File: src/rtl/zcs_guard_pkg.sv
package zcs_guard_pkg;

  typedef enum logic [1:0] {
    QUAL_IDLE,
    QUAL_WAIT,
    QUAL_ARMED,
    QUAL_SPENT
  } qualState_e;

  // status the datapath hands to the control
  typedef struct packed {
    logic gateRise;
    logic gateFall;
    logic phaseValid;
    logic blanked;
    logic cmpLevel;
    logic persistDone;
    logic cleanDone;
  } dpStatus_t;

  // strobes the control hands to the datapath
  typedef struct packed {
    logic persistRun;
    logic persistClr;
    logic cleanInc;
    logic cleanClr;
  } ctrlStrobe_t;

endpackage

File: src/rtl/zcs_guard_dp.sv
module zcs_guard_dp
  import zcs_guard_pkg::*;
#(
  parameter int BLANK_W     = 8,
  parameter int PERSIST_W   = 16,
  parameter int CLEAN_W     = 4,
  parameter int SYNC_STAGES = 2
) (
  input  logic                 clk,
  input  logic                 rst,
  input  logic                 hiGate,
  input  logic                 loGate,
  input  logic                 zcsHiRaw,
  input  logic                 zcsLoRaw,
  input  logic [BLANK_W-1:0]   blankCycles,
  input  logic [PERSIST_W-1:0] persistLimit,
  input  logic [CLEAN_W-1:0]   cleanLimit,
  input  ctrlStrobe_t          strobe,
  output dpStatus_t            status
);

  localparam int NUM_CH    = 2;
  localparam int CLEAN_EXT = CLEAN_W + 1;

  logic [NUM_CH-1:0] rawCmp;
  logic [NUM_CH-1:0] syncCmp;

  assign rawCmp = {zcsLoRaw, zcsHiRaw};

  // one synchronizer chain per comparator channel
  for (genvar ch = 0; ch < NUM_CH; ch++) begin : g_sync
    logic [SYNC_STAGES-1:0] chain;
    always_ff @(posedge clk) begin
      if (rst) chain <= '0;
      else     chain <= {chain[SYNC_STAGES-2:0], rawCmp[ch]};
    end
    assign syncCmp[ch] = chain[SYNC_STAGES-1];
  end

  logic hiPrev, loPrev, validPrev;
  logic phaseValid, gateRise, gateFall;

  assign phaseValid = hiGate ^ loGate;
  assign gateRise   = (hiGate & ~hiPrev) | (loGate & ~loPrev);
  assign gateFall   = validPrev & ~phaseValid;

  always_ff @(posedge clk) begin
    if (rst) begin
      hiPrev    <= 1'b0;
      loPrev    <= 1'b0;
      validPrev <= 1'b0;
    end else begin
      hiPrev    <= hiGate;
      loPrev    <= loGate;
      validPrev <= phaseValid;
    end
  end

  // blanking window shared with the capacitor-voltage comparators
  logic [BLANK_W-1:0] blankCnt;

  always_ff @(posedge clk) begin
    if (rst)                  blankCnt <= '0;
    else if (gateRise)        blankCnt <= blankCycles;
    else if (blankCnt != '0)  blankCnt <= blankCnt - BLANK_W'(1);
  end

  // persistence timer in clock cycles
  logic [PERSIST_W-1:0] persistCnt;
  logic                 persistDone;

  assign persistDone = (persistCnt >= persistLimit);

  always_ff @(posedge clk) begin
    if (rst)                                 persistCnt <= '0;
    else if (strobe.persistClr)              persistCnt <= '0;
    else if (strobe.persistRun && !persistDone)
      persistCnt <= persistCnt + PERSIST_W'(1);
  end

  // consecutive clean gate intervals
  logic [CLEAN_W-1:0] cleanCnt;
  logic               cleanDone;

  assign cleanDone = (({1'b0, cleanCnt} + CLEAN_EXT'(1)) >= {1'b0, cleanLimit});

  always_ff @(posedge clk) begin
    if (rst)                  cleanCnt <= '0;
    else if (strobe.cleanClr) cleanCnt <= '0;
    else if (strobe.cleanInc) cleanCnt <= cleanCnt + CLEAN_W'(1);
  end

  always_comb begin
    status.gateRise    = gateRise;
    status.gateFall    = gateFall;
    status.phaseValid  = phaseValid;
    status.blanked     = gateRise | (blankCnt != '0);
    status.cmpLevel    = hiGate ? syncCmp[0] : syncCmp[1];
    status.persistDone = persistDone;
    status.cleanDone   = cleanDone;
  end

endmodule

File: src/rtl/zcs_guard_ctrl.sv
module zcs_guard_ctrl
  import zcs_guard_pkg::*;
(
  input  logic        clk,
  input  logic        rst,
  input  logic        faultClear,
  input  dpStatus_t   status,
  output ctrlStrobe_t strobe,
  output logic        zcsKill,
  output logic        rampDown,
  output logic        fault
);

  qualState_e qual, nextQual;
  logic       trip;
  logic       killQ, eventQ, faultQ;
  logic       cleanFall, clearEvent, faultSet;

  // per-interval qualification: wait for current above threshold, then a fall
  always_comb begin
    nextQual = qual;
    trip     = 1'b0;
    if (!status.phaseValid) begin
      nextQual = QUAL_IDLE;
    end else if (status.gateRise) begin
      nextQual = QUAL_WAIT;
    end else begin
      case (qual)
        QUAL_WAIT: begin
          if (!status.blanked && status.cmpLevel) nextQual = QUAL_ARMED;
        end
        QUAL_ARMED: begin
          if (!status.cmpLevel) begin
            trip     = !faultQ;
            nextQual = QUAL_SPENT;
          end
        end
        QUAL_SPENT: nextQual = QUAL_SPENT;
        default:    nextQual = QUAL_IDLE;
      endcase
    end
  end

  assign cleanFall  = status.gateFall && (qual != QUAL_SPENT) && eventQ && !faultQ;
  assign clearEvent = cleanFall && status.cleanDone;
  assign faultSet   = eventQ && !faultQ && status.persistDone;

  always_comb begin
    strobe.persistRun = eventQ && !faultQ;
    strobe.persistClr = clearEvent | faultClear;
    strobe.cleanInc   = cleanFall && !status.cleanDone;
    strobe.cleanClr   = trip | clearEvent | faultClear;
  end

  always_ff @(posedge clk) begin
    if (rst) begin
      qual   <= QUAL_IDLE;
      killQ  <= 1'b0;
      eventQ <= 1'b0;
      faultQ <= 1'b0;
    end else begin
      qual  <= nextQual;
      killQ <= trip;
      if (faultClear)      eventQ <= 1'b0;
      else if (trip)       eventQ <= 1'b1;
      else if (clearEvent) eventQ <= 1'b0;
      if (faultClear)      faultQ <= 1'b0;
      else if (faultSet)   faultQ <= 1'b1;
    end
  end

  assign zcsKill  = killQ;
  assign rampDown = eventQ;
  assign fault    = faultQ;

endmodule

File: src/rtl/zcs_guard.sv
module zcs_guard
  import zcs_guard_pkg::*;
#(
  parameter int BLANK_W     = 8,
  parameter int PERSIST_W   = 16,
  parameter int CLEAN_W     = 4,
  parameter int SYNC_STAGES = 2
) (
  input  logic                 clk,
  input  logic                 rst,
  input  logic                 hiGate,
  input  logic                 loGate,
  input  logic                 zcsHiRaw,
  input  logic                 zcsLoRaw,
  input  logic                 vcrEnd,
  input  logic [BLANK_W-1:0]   blankCycles,
  input  logic [PERSIST_W-1:0] persistLimit,
  input  logic [CLEAN_W-1:0]   cleanLimit,
  input  logic                 faultClear,
  output logic                 pulseEnd,
  output logic                 zcsKill,
  output logic                 rampDown,
  output logic                 fault,
  output logic                 gateEnable,
  output logic                 vcrBlank
);

  dpStatus_t   status;
  ctrlStrobe_t strobe;

  zcs_guard_dp #(
    .BLANK_W    (BLANK_W),
    .PERSIST_W  (PERSIST_W),
    .CLEAN_W    (CLEAN_W),
    .SYNC_STAGES(SYNC_STAGES)
  ) u_dp (
    .clk         (clk),
    .rst         (rst),
    .hiGate      (hiGate),
    .loGate      (loGate),
    .zcsHiRaw    (zcsHiRaw),
    .zcsLoRaw    (zcsLoRaw),
    .blankCycles (blankCycles),
    .persistLimit(persistLimit),
    .cleanLimit  (cleanLimit),
    .strobe      (strobe),
    .status      (status)
  );

  zcs_guard_ctrl u_ctrl (
    .clk       (clk),
    .rst       (rst),
    .faultClear(faultClear),
    .status    (status),
    .strobe    (strobe),
    .zcsKill   (zcsKill),
    .rampDown  (rampDown),
    .fault     (fault)
  );

  assign pulseEnd   = vcrEnd | zcsKill;
  assign gateEnable = ~fault;
  assign vcrBlank   = status.blanked;

endmodule

File: config.mk
export PLATFORM = sky130hd
export DESIGN_NAME = zcs_guard
export DESIGN_NICKNAME = d
export VERILOG_FILES = /design/src/rtl/zcs_guard_pkg.sv /design/src/rtl/zcs_guard_dp.sv /design/src/rtl/zcs_guard_ctrl.sv /design/src/rtl/zcs_guard.sv
export SDC_FILE = /design/constraint.sdc
export NUM_CORES = 1
export LEC_CHECK = 0
export BUFFER_PORTS_ARGS = -buffer_cell sky130_fd_sc_hd__clkbuf_2
export CAP_MARGIN = 20
export CORE_MARGIN = 2
export CORE_UTILIZATION = 33
export CTS_CLUSTER_DIAMETER = 150
export DETAILED_ROUTE_END_ITERATION = 6
export PLACE_DENSITY = 0.56
export SYNTH_ARGS = -nofsm -noshare
export SYNTH_HDL_FRONTEND = slang
export SYNTH_SLANG_ARGS = --single-unit
File: constraint.sdc
create_clock -name clk -period 2.1 [get_ports clk]
set_input_delay 0.21 -clock clk [delete_from_list [all_inputs] [get_ports clk]]
set_output_delay 0.21 -clock clk [all_outputs]
set_load 0.005 [all_outputs]
# After elaboration in Yosys (flattened, before gate mapping)
# Index checks and enable logic that the tools add are counted.
word_totals:
  output_inout_bits: 6
  ff_bits: 40
  in_bits: 36
classes:
  bitwise_logic: 14
  n_addsub: 4
  n_eq_ne: 8
  mux: 13
  n_reduce_logical: 23
  order_cmp: 2
op_table:
  columns: ["operator", "count"]
  rows:
  - ["$add A16 B1 Y16 const B", 1]
  - ["$ge A16 B16 Y1", 1]
  - ["$mux W8", 2]
  - ["$logic_and A1 B1 Y1", 9]
  - ["$mux W1", 8]
  - ["$reduce_bool A8 Y1", 1]
  - ["$reduce_or A2 Y1", 4]
  - ["$sub A8 B1 Y8 const B", 1]
  - ["$or A1 B1 Y1", 6]
  - ["$pmux W2 S3", 1]
  - ["$add A4 B1 Y5 const B", 1]
  - ["$ge A5 B4 Y1", 1]
  - ["$add A4 B1 Y4 const B", 1]
  - ["$eq A2 B2 Y1 const B", 2]
  - ["$logic_not A1 Y1", 4]
  - ["$mux W2", 2]
  - ["$ne A2 B2 Y1 const B", 2]
  - ["$not A1 Y1", 4]
  - ["$reduce_and A2 Y1", 2]
  - ["$reduce_bool A2 Y1", 2]
  - ["$and A1 B1 Y1", 3]
  - ["$ne A3 B2 Y1 const B", 1]
  - ["$ne A3 B3 Y1 const B", 1]
  - ["$reduce_or A3 Y1", 1]
  - ["3 further kinds", 3]

# Logic depth before layout (Yosys ltp)
# Gate-level depths: netlist of run 1.
logic_depth:
  ltp_word: 10
  depth_mapped: 9
  ltp_nobuf: 8

# Hierarchy
# From an unflattened synthesis of run 1, not the netlist that was laid out.
hier_totals:
  hier_cells: 296
  hier_area_um2: 2458.6
modules_own_cells:
  columns: ["module", "area_per_inst_um2", "instances", "seq_area_each_um2", "cells_each"]
  rows:
  - ["zcs_guard_dp", 2204.6, 1, 700.7, 265]
  - ["zcs_guard_ctrl", 244.0, 1, 100.1, 29]
  - ["zcs_guard", 10.0, 1, 0.0, 2]

# Least setup slack after synthesis of run 1
# OpenSTA, ideal clock, no wires.
synth_timing:
  kind: "flip-flop to flip-flop"
  start: "register u_dp.persistCnt[0]"
  end: "register u_dp.persistCnt[12]"
  arrival_ps: 2087
  path_stages_with_launch: 9
  t_required_ps: 2030
  synth_period_minus_slack_ps: 2158
  path_buffers: 0
  setup_slack_ps: -58
  cell_sequence: "dfxtp_1 inv_1 ha_1 nand2b_4 a2111o_1 nand3_1 nand4_2 or4_1 a21oi_1"
synth_via:
  elab_chain_len: 3
  elab_cells_between_ends: 4
  cone_classes: "1 x add/sub; 1 x order compare; 2 x reduce/logical"
synth_rtl:
  columns: ["element", "line", "rtl"]
  rows:
  - ["start: declaration", "zcs_guard_dp.sv:69", "logic [PERSIST_W-1:0] persistCnt;"]
  - ["start signal: assignment", "zcs_guard_dp.sv:78", "persistCnt <= persistCnt + PERSIST_W'(1);"]
  - ["$ge A16 B16 Y1", "zcs_guard_dp.sv:72", "assign persistDone = (persistCnt >= persistLimit);"]
  - ["$logic_not A1 Y1", "zcs_guard_dp.sv:77", "else if (strobe.persistRun && !persistDone)"]
  - ["$logic_and A1 B1 Y1", "zcs_guard_dp.sv:77", null]
# Parallel ways exist; a longest one is shown, timed or not.
# A chain may end at the register's enable or synchronous reset.

# Worst setup path after layout of run 1
layout_timing:
  start: "register u_dp.persistCnt[0]"
  end: "register u_dp.persistCnt[13]"
# The elaborated chain is that of the path after synthesis.

==> impl_results.md, run 1 <==
* Status: finished with violations
* Failing checks: negative setup slack
* Die area at 0.00770 sq mm
* Cell Chain, Critical Path: inv_2 > ha_4 > nand2b_4 > a2111o_1 > a31oi_2 > nand3_2 > buf_6 > or3_1 > a21oi_1
* Slew HR at 0.736
* Finished Layout Cells at 464
* CTS Hold Buffers Added at 0
* Worst-Skew Late Latency at 0.30 ns
* Synth Instances at 281
* Least-Margin Pin Slew at 0.393 ns
* # IOs at 42
* Cells after DPL at 445
* Critical path's largest stage delay at 0.43 ns
* Achievable Freq at 0.463 GHz
* Routability cong. at 0.763
* P_leak at 1.39 nW
* Placed inst area at 0.00287 sq mm
* Synth Cell Area at 0.00232 sq mm
* PortBufs at 41
* CTS buffer count at 5
* Crit-path max FO at 7
* CTS H-Tree Depth at 2
* Post-route cell area at 0.00315 sq mm
* Routed WL per cell at 11.7 microns
* Setup TNS at -0.305 ns
* Syn Area/Cell at 8.24 sq um
* Vias per cell at 4.83
* CP max-delay cell: a2111o_1
* P&R area growth vs syn at 36.0%
* Initial Util at 0.341
* Die width at 87.8 microns
* Routed Antenna Nets at 0
* Clock Tree Buf Depth at 2
* Finished Core Util at 0.464
* Via count at 2240
* Pwr/cell area at 483 mW/mm^2
* # fillers at 724
* First-pass GRT wire length at 9.30 mm
* First drt pass iteration count at 4
* Critical path arrival at 2.39 ns
* Clock sink total at 40
* Slew Viols, Final at 0
* Final worst path period need at 2.16 ns
* Sequential element share of the synthesized area at 0.346
* Max-Cap Viols at 0
* Initial antenna violation count at 0
* Peak VDD IR at 381 uV
* Worst Path Required at 2.33 ns
* Nature of the critical path startpoint: register
* Power, Total at 1.52 mW
* Core footprint at 0.00679 sq mm
* Cell depth of the worst flop-to-flop path at 9
* Vias in the first global route at 2181
* Synth cell types at 42
* GRT Total Usage at 0.151
* Yosys reg bits at 40
* Nets at 427
* Post-synth net total at 340
* HPWL after DPL at 3.93 mm
* DP Worst Slack at -0.223 ns
* Final Hold Fails at 0
* Unrepaired setup endpoints after global routing: yes
* Final WL at 5.45 mm
* CTS root buffer: clkbuf_8
* Share of cells above drive strength 1 at 0.321
* Grt total ovfl at 0
* Largest net degree at the start of global routing at 19
* Clock transition at path regs at 0.09 ns
* Worst Setup End Kind: register
* CTS tree: done
* Yosys warnings at 0
* Setup violators final at 9
* Hold crit path type: primary input to register
* Final hold slack at 0.127 ns
* Hold depth at 2
* Chip Height at 87.8 microns
* Std-Cell Rows at 30
* Clock skew at 0.0122 ns
* Setup Crit Path Kind: register to register
* Remaining DRCs at 0
* Initial DRC Count at 78
* Post-route setup slack at -0.0590 ns
* Final Cycle Share at 1.03
* N_diodes at 0
==> report_power, final <==
part,total (mW),internal (mW),switching [mW]
Sequential,0.804,0.785,0.0186
Clock,0.497,0.226,0.271
Combinational,0.221,0.107,0.114
==> final timing paths <==
check	from	end	slack [ns]
worst max-delay path	u_dp.persistCnt[0]$_SDFFE_PP0P_	u_dp.persistCnt[13]$_SDFFE_PP0P_	-0.06
worst min-delay path	zcsLoRaw	u_dp.g_sync[1].chain[0]$_SDFF_PP0_	0.13
worst max register to register	u_dp.persistCnt[0]$_SDFFE_PP0P_	u_dp.persistCnt[13]$_SDFFE_PP0P_	-0.06
worst min register to register	u_dp.g_sync[0].chain[0]$_SDFF_PP0_	u_dp.g_sync[0].chain[1]$_SDFF_PP0_	0.44
==> layout by cell type, fill, tap and decap left out, types with 2 or more instances in the layout <==
| master | n |
|---|---|
| nand4_1 | 8 |
| a21oi_1 | 22 |
| mux2i_1 | 2 |
| ha_4 | 2 |
| xnor2_1 | 8 |
| o21ai_0 | 11 |
| or4_1 | 4 |
| a211oi_1 | 3 |
| a2111oi_0 | 3 |
| or3_1 | 7 |
| or4_4 | 3 |
| inv_1 | 33 |
| nor2_1 | 23 |
| nor4_2 | 2 |
| xor2_1 | 3 |
| o21ai_1 | 5 |
| nand2_1 | 14 |
| ha_1 | 21 |
| or2_2 | 2 |
| nor3_1 | 10 |
| nor2b_1 | 6 |
| nand2b_1 | 2 |
| dfxtp_1 | 39 |
| a31oi_1 | 2 |
| clkbuf_2 | 41 |
| a211oi_2 | 2 |
| buf_6 | 3 |
| buf_4 | 44 |
| o31ai_1 | 6 |
| nand3_1 | 7 |
| clkbuf_8 | 5 |
==> cells by family (layout without fill, tap and decap cells) <==
family	count (synthesis)	after routing	synth area share
xor+xnor	11	11	0.0416
flops	40	40	0.346
buf+inv	43	129	0.0740
mux	3	3	0.0135
simple gates	94	95	0.219
fa+ha+maj	23	23	0.124
compound gates	67	67	0.182
==> metal layers <==
metal | vias up | track usage | part of all wire
met4 | 0 | 0.0420 | 0.0079
met1 | 1024 | 0.187 | 0.47
met5 | - | 0 | 0
li1 | 1174 | - | -
met3 | 5 | 0.0283 | 0.031
met2 | 37 | 0.267 | 0.49
==> layout make-up <==
type / instances / area [sq um] / area share
clock buffer: 6 / 72.6 / 0.0230
clock inverter: 1 / 5.00 / 0.00159
inverter: 34 / 128 / 0.0405
multi-input combinational: 199 / 1450 / 0.461
sequential: 40 / 802 / 0.255
tap: 96 / 120 / 0.0381
timing repair buffer: 88 / 569 / 0.181
==> state kept, by name, indices dropped and copies added (netlist names) <==
| name | cells |
|---|---|
| u_dp.blankCnt | 8 |
| u_dp.loPrev | 1 |
| u_ctrl.zcsKill | 1 |
| u_ctrl.qual | 2 |
| u_dp.g_sync.chain | 4 |
| u_dp.hiPrev | 1 |
| u_dp.validPrev | 1 |
| u_dp.cleanCnt | 4 |
| u_dp.persistCnt | 16 |
| u_ctrl.fault | 1 |
| u_ctrl.rampDown | 1 |
==> synth_stat cells, drive strengths merged <==
cell type,n,area share
a2111o,1,0.0049
a2111oi,3,0.011
a211oi,5,0.016
a21o,1,0.0032
a21oi,23,0.050
a2bb2oi,1,0.0038
a31oi,4,0.014
and3,1,0.0027
buf,3,0.0092
clkbuf,6,0.0097
dfxtp,40,0.35
ha,23,0.12
inv,34,0.055
mux2,1,0.0049
mux2i,2,0.0086
nand2,14,0.023
nand2b,3,0.011
nand3,9,0.019
nand4,9,0.027
nor2,23,0.037
nor2b,6,0.016
nor3,10,0.022
nor4,3,0.014
o21a,1,0.0032
o21ai,16,0.035
o221a,1,0.0049
o221ai,1,0.0038
o22a,1,0.0038
o22ai,2,0.0054
o31ai,6,0.019
o32a,1,0.0043
or2,2,0.0054
or3,7,0.019
or4,7,0.023
xnor2,8,0.030
xor2,3,0.011
==> worst max-delay path, delay by kind of cell (launching register included) <==
| family | cells | cell delay [ns] |
|---|---|---|
| adder cells (fa/ha/maj) | 1 | 0.20 |
| flip-flops | 1 | 0.34 |
| AND/OR/NAND/NOR | 3 | 0.60 |
| buffers and inverters | 2 | 0.21 |
| AO/OA/AOI/OAI | 3 | 0.77 |
==> timing repair <==
item	in CTS	in global routing
buffers inserted	8	3
endpoints found under the setup margin	15	14
gates cloned	1	0
pin swaps	20	8
gates resized for setup	12	11
No activity file was read; power rests on OpenSTA's default activity.
==> inputs of run 2 (changes only) <==
--- a/config.mk
+++ b/config.mk
@@ -11,7 +11,7 @@
 export CORE_UTILIZATION = 33
 export CTS_CLUSTER_DIAMETER = 150
 export DETAILED_ROUTE_END_ITERATION = 6
-export PLACE_DENSITY = 0.56
+export PLACE_DENSITY = 0.54
 export SYNTH_ARGS = -nofsm -noshare
 export SYNTH_HDL_FRONTEND = slang
 export SYNTH_SLANG_ARGS = --single-unit
==> constraint.sdc (replaced) <==
create_clock -name clk -period 2.5 [get_ports clk]
set_input_delay 0.25 -clock clk [delete_from_list [all_inputs] [get_ports clk]]
set_output_delay 0.25 -clock clk [all_outputs]
set_load 0.005 [all_outputs]
==> impl_results.md, run 2 (synthesized netlist as in run 1, its figures left out) <==
* Slew Viols, Final at 0 (unchanged)
* Critical path's largest stage delay at 0.55 ns (+0.12 ns)
* Setup TNS at 0 ns (+0.305 ns)
* # IOs at 42 (unchanged)
* Vias in the first global route at 1907 (-13%)
* Routability cong. at 0.757 (-0.79%)
* Crit-path leading delay family: simple AND/OR/NAND/NOR gates
* Final WL at 5.05 mm (-7.3%)
* Remaining DRCs at 0 (unchanged)
* Switching pwr at 0.333 mW (-18%)
* Cell Chain, Critical Path: inv_1 > ha_1 > nand2b_4 > a2111o_1 > nand3_2 > nand4_4 > or4_1 > a21oi_1
* Finished Layout Cells at 427 (-8.0%)
* Hold wc startpoint: zcsHiRaw
* Sum of buffers and inverters on the critical path at 1 (-1)
* Hold crit path type: primary input to register
* Reg2Reg Capture Point: u_dp.persistCnt[6]$_SDFFE_PP0P_
* Most common cell after layout, fill and taps aside: clkbuf_2
* Critical path arrival at 2.55 ns (+0.16 ns)
* Setup Crit Path Kind: register to register
* CP max-delay cell: or4_1
* Largest registers: u_dp.persistCnt x16, u_dp.blankCnt x8
* Least-Margin Pin Slew at 0.621 ns (+0.228 ns)
* Nets at 389 (-8.9%)
* Via count at 2116 (-5.5%)
* Pwr/cell area at 505 mW/mm^2 (+4.5%)
* # fillers at 715 (-1.2%)
* GRT Total Usage at 0.139 (-0.0122)
* Routed Antenna Nets at 0 (unchanged)
* Combinational cell fraction of total power at 0.124 (-0.021)
* Achievable Freq at 0.429 GHz (-7.3%)
* N_diodes at 0 (unchanged)
* Initial antenna violation count at 0 (unchanged)
* CTS Hold Buffers Added at 0 (unchanged)
* Grt total ovfl at 0 (unchanged)
* Worst min-delay path endpoint: u_dp.g_sync[0].chain[0]$_SDFF_PP0_
* Cell depth of the worst flop-to-flop path at 8 (-1)
* CTS buffer count at 5 (unchanged)
* Setup violators final at 0 (-9)
* Worst Path Required at 2.72 ns (+0.39 ns)
* Die area at 0.00770 sq mm (unchanged)
* Multi-input logic area at 0.00136 sq mm (-6.3%)
* Crit-path max FO at 10 (+3)
* Status: finished clean
* Clock Tree Buf Depth at 2 (unchanged)
* Hold depth at 2 (unchanged)
* Peak VDD IR at 329 uV (-14%)
* Net Sw Frac at 0.233 (-0.0321)
* Most flops, register: u_dp.persistCnt
* Vias per cell at 4.96 (+2.6%)
* Unrepaired setup endpoints after global routing: no
* Final worst path period need at 2.33 ns (+0.170 ns)
* Std-Cell Rows at 30 (unchanged)
* Most frequent cells in the layout: 41 x clkbuf_2, 39 x dfxtp_1, 34 x inv_1
* Max FFs per register at 16 (unchanged)
* Power, Total at 1.43 mW (-6.2%)
* Chip Height at 87.8 microns (unchanged)
* Final Hold Fails at 0 (unchanged)
* Final Cycle Share at 0.932 (-0.0964)
* First drt pass iteration count at 4 (unchanged)
* CTS H-Tree Depth at 2 (unchanged)
* CTS tree: done
* Internal power at 1.10 mW (-2.1%)
* Clock skew at 0.00617 ns (-0.00603 ns)
* CTS root buffer: clkbuf_8
* Worst-Skew Late Latency at 0.29 ns (about the same)
* Worst R2R Start: u_dp.persistCnt[0]$_SDFFE_PP0P_
* Post-CTS setup buffers at 0 (-8)
* Routed WL per cell at 11.8 microns (+0.75%)
* P&R area growth vs syn at 22.2%
* Largest net degree at the start of global routing at 21 (+2)
* Initial DRC Count at 106 (+36%)
* Initial Util at 0.341 (unchanged)
* HPWL after DPL at 3.92 mm (about the same)
* Slew HR at 0.583 (-0.154)
* Max-Cap Viols at 0 (unchanged)
* Reg2reg setup slack at 0.17 ns (+0.23 ns)
* Die width at 87.8 microns (unchanged)
* Worst Setup End Kind: register
* Cells after DPL at 419 (-5.8%)
* Clk pwr share at 0.404 (+0.077)
* Register area at 802 sq um (unchanged)
* First-pass GRT wire length at 8.50 mm (-8.6%)
* Nature of the critical path startpoint: register
* Share of cells above drive strength 1 at 0.215 (-0.106)
* Core footprint at 0.00679 sq mm (unchanged)
* Clock sink total at 40 (unchanged)
* P_leak at 1.22 nW (-12%)
* Clock transition at path regs at 0.08 ns (about the same)
* PortBufs at 41 (unchanged)
* Sequential share of power at 0.472 (-0.056)
-- run 2: how the worst max path moves through the flow --
stage                                          from                               end  slack (ns)  cells after the start
floorplan           u_dp.persistCnt[0]$_SDFFE_PP0P_  u_dp.persistCnt[12]$_SDFFE_PP0P_        0.34                      8
global placement    u_dp.persistCnt[0]$_SDFFE_PP0P_   u_dp.persistCnt[4]$_SDFFE_PP0P_        0.15                      9
detailed placement  u_dp.persistCnt[0]$_SDFFE_PP0P_   u_dp.persistCnt[6]$_SDFFE_PP0P_        0.07                      8
CTS                 u_dp.persistCnt[0]$_SDFFE_PP0P_   u_dp.persistCnt[6]$_SDFFE_PP0P_        0.05                      8
global route        u_dp.persistCnt[0]$_SDFFE_PP0P_   u_dp.persistCnt[7]$_SDFFE_PP0P_        0.02                      9
finish              u_dp.persistCnt[0]$_SDFFE_PP0P_   u_dp.persistCnt[6]$_SDFFE_PP0P_        0.17                      8
-- run 2: per-stage QoR --
step | hold slack [ns] | cell area (sq um) | util | setup WS [ns]
2_1_floorplan | 0.378 | 2320 | - | 0.342
3_5_place_dp | 0.425 | 2670 | 0.393 | 0.0708
4_1_cts | 0.157 | 2800 | 0.412 | 0.0536
5_1_grt | 0.179 | 2830 | 0.417 | 0.0178
3_3_place_gp | 0.421 | 2670 | 0.393 | 0.148
6_report | 0.164 | 2830 | 0.417 | 0.171
-- run 2: per-layer routing --
layer	routed length [microns]	up-vias	track usage
met3	187	6	0.0302
met4	55	0	0.0406
met2	2390	33	0.233
li1	-	1100	-
met1	2420	977	0.179
met5	0	-	0
-- run 2: repair_timing --
action,CTS,global route
hold endpoints to repair,0,0
gates resized for setup,0,7
endpoints found under the setup margin,0,11
-- run 2: layout make-up --
class                           count  share of cell area
Inverter                           34              0.0451
Clock buffer                        7              0.0340
Clock inverter                      1              0.0106
Multi-Input combinational cell    198               0.481
Sequential cell                    40               0.283
Timing Repair Buffer               51               0.103
Tap cell                           96              0.0424
-- run 2: power by group through the flow --
stage / Combinational [mW] / Sequential [mW] / Clock, mW
floorplan: 0.122 / 0.686 / 0
global placement: 0.175 / 0.689 / 0
detailed placement: 0.178 / 0.690 / 0
CTS: 0.179 / 0.675 / 0.596
global route: 0.204 / 0.678 / 0.621
finish: 0.176 / 0.675 / 0.577
-- run 2: worst reg2reg max path, delay by kind of cell (launching register included) --
kind / cells / cell delay (ns)
AO/OA/AOI/OAI: 2 / 0.60
adder cells (fa/ha/maj): 1 / 0.27
buffers and inverters: 1 / 0.06
AND/OR/NAND/NOR: 4 / 1.01
flip-flops: 1 / 0.34
==> inputs of run 3 (changes only) <==
--- a/config.mk
+++ b/config.mk
@@ -5,6 +5,7 @@
 export SDC_FILE = /design/constraint.sdc
 export NUM_CORES = 1
 export LEC_CHECK = 0
+export ABC_CLOCK_PERIOD_IN_PS = 2300
 export BUFFER_PORTS_ARGS = -buffer_cell sky130_fd_sc_hd__clkbuf_2
 export CAP_MARGIN = 20
 export CORE_MARGIN = 2
==> constraint.sdc (replaced) <==
create_clock -name clk -period 2.3 [get_ports clk]
set_input_delay 0.23 -clock clk [delete_from_list [all_inputs] [get_ports clk]]
set_output_delay 0.23 -clock clk [all_outputs]
set_load 0.005 [all_outputs]
==> impl_results.md, run 3 (synthesized netlist as in run 1, its figures left out) <==
* Status: finished clean
* Slew HR at 0.749 (+0.166)
* CTS Hold Buffers Added at 0 (unchanged)
* Die width at 87.8 microns (unchanged)
* Die area at 0.00770 sq mm (unchanged)
* Clock skew at 0.00764 ns (+0.00147 ns)
* CP max-delay cell: a2111o_1
* Critical path arrival at 2.51 ns (-0.04 ns)
* Worst Path Required at 2.53 ns (-0.19 ns)
* Peak VDD IR at 232 uV (-29%)
* Initial antenna violation count at 0 (unchanged)
* Setup violators final at 0 (unchanged)
* Setup Crit Path Kind: register to register
* Worst-Skew Late Latency at 0.29 ns (about the same)
* Post-route cell area at 0.00297 sq mm (+4.8%)
* Initial Util at 0.341 (unchanged)
* Vias per cell at 4.92 (-0.78%)
* Crit-path max FO at 8 (-2)
* Slew Viols, Final at 0 (unchanged)
* Pwr/cell area at 477 mW/mm^2 (-5.4%)
* First drt pass iteration count at 4 (unchanged)
* Unrepaired setup endpoints after global routing: yes
* P&R area growth vs syn at 28.0%
* Clock transition at path regs at 0.08 ns (about the same)
* # IOs at 42 (unchanged)
* Most frequent cells in the layout: 41 x clkbuf_2, 38 x dfxtp_1, 33 x inv_1
* Chip Height at 87.8 microns (unchanged)
* Share of cells above drive strength 1 at 0.272 (+0.0577)
* Nature of the critical path startpoint: register
* Crit-path leading delay family: compound AO/OA/AOI/OAI gates
* First-pass GRT wire length at 8.70 mm (+2.4%)
* GRT Total Usage at 0.141 (+0.00198)
* CTS H-Tree Depth at 2 (unchanged)
* Routed Antenna Nets at 0 (unchanged)
* Worst Setup End Kind: register
* N_diodes at 0 (unchanged)
* Final worst path period need at 2.28 ns (-0.0490 ns)
* CTS root buffer: clkbuf_8
* Clock Tree Buf Depth at 2 (unchanged)
* Core footprint at 0.00679 sq mm (unchanged)
* # fillers at 696 (-2.7%)
* Nets at 407 (+4.6%)
* Routability cong. at 0.795 (+5.1%)
* Final Hold Fails at 0 (unchanged)
* Max FFs per register at 16 (unchanged)
* Achievable Freq at 0.439 GHz (+2.1%)
* Max-Cap Viols at 0 (unchanged)
* CTS tree: done
* Power, Total at 1.42 mW (-0.93%)
* Remaining DRCs at 0 (unchanged)
* Final Cycle Share at 0.991 (+0.0597)
* Cell Chain, Critical Path: inv_2 > ha_4 > nand2b_4 > a2111o_1 > a31oi_1 > nand3_1 > buf_6 > buf_6 > or3_1 > a21oi_1
* Worst path most repeated cell: buf_6
* Routed WL per cell at 11.6 microns (-2.3%)
* Largest net degree at the start of global routing at 19 (-9.5%)
* Via count at 2188 (+3.4%)
* Grt total ovfl at 0 (unchanged)
* P_leak at 1.29 nW (+5.9%)
* Setup TNS at 0 ns (unchanged)
* Largest registers: u_dp.persistCnt x16, u_dp.blankCnt x8
* PortBufs at 41 (unchanged)
* Final WL at 5.14 mm (+1.8%)
* Least-Margin Pin Slew at 0.377 ns (-0.244 ns)
* Initial DRC Count at 69 (-35%)
* HPWL after DPL at 3.94 mm (+0.28%)
* CTS buffer count at 5 (unchanged)
* Most common cell after layout, fill and taps aside: clkbuf_2
* Sum of buffers and inverters on the critical path at 3 (+2)
* Critical path's largest stage delay at 0.44 ns (-0.11 ns)
* Vias in the first global route at 1984 (+4.0%)
* Most flops, register: u_dp.persistCnt
* Hold crit path type: primary input to register
* Std-Cell Rows at 30 (unchanged)
* Placed inst area at 0.00277 sq mm (+3.7%)
* Clock sink total at 40 (unchanged)
* Finished Core Util at 0.436 (+0.0199)
-- run 3: metrics by stage --
step	setup slack, ns	hold WS (ns)	std cells
2_1_floorplan	0.142	0.358	281
3_3_place_gp	-0.0153	0.421	432
3_5_place_dp	-0.0704	0.420	432
4_1_cts	0.0127	0.139	441
5_1_grt	-0.0801	0.144	445
6_report	0.0197	0.147	445
-- run 3: worst paths after layout --
check	start	endpoint	slack, ns	depth (start not counted)
min	zcsHiRaw	u_dp.g_sync[0].chain[0]$_SDFF_PP0_	0.15	2
max reg2reg	u_dp.persistCnt[0]$_SDFFE_PP0P_	u_dp.persistCnt[13]$_SDFFE_PP0P_	0.02	10
max	u_dp.persistCnt[0]$_SDFFE_PP0P_	u_dp.persistCnt[13]$_SDFFE_PP0P_	0.02	10
min reg2reg	u_dp.g_sync[0].chain[0]$_SDFF_PP0_	u_dp.g_sync[0].chain[1]$_SDFF_PP0_	0.44	1
-- run 3: layout make-up --
class                           instances  area, sq um  area share
Timing Repair Buffer                   68          415       0.140
Tap cell                               96          120      0.0405
Inverter                               34          128      0.0430
Clock buffer                            6         82.6      0.0278
Clock inverter                          2         10.0     0.00338
Multi-Input combinational cell        199         1410       0.474
Sequential cell                        40          803       0.271
-- run 3: what timing repair did --
| item | CTS | global route |
|---|---|---|
| setup buffers | 1 | 3 |
| endpoints found under the setup margin | 10 | 11 |
| pin swaps | 2 | 9 |
| resized for setup | 3 | 10 |
| gates cloned | 0 | 1 |
-- run 3: power by group --
group,total [mW],switching [mW],internal (mW),leakage (nW)
combinational,0.197,0.102,0.0947,0.911
clock,0.485,0.246,0.240,0.0510
sequential,0.733,0.0165,0.717,0.327
-- run 3: routing by layer --
metal,global-route usage,share of wire
met4,0.0336,0.0064
met2,0.234,0.48
met3,0.0330,0.046
met1,0.185,0.47
met5,0,0
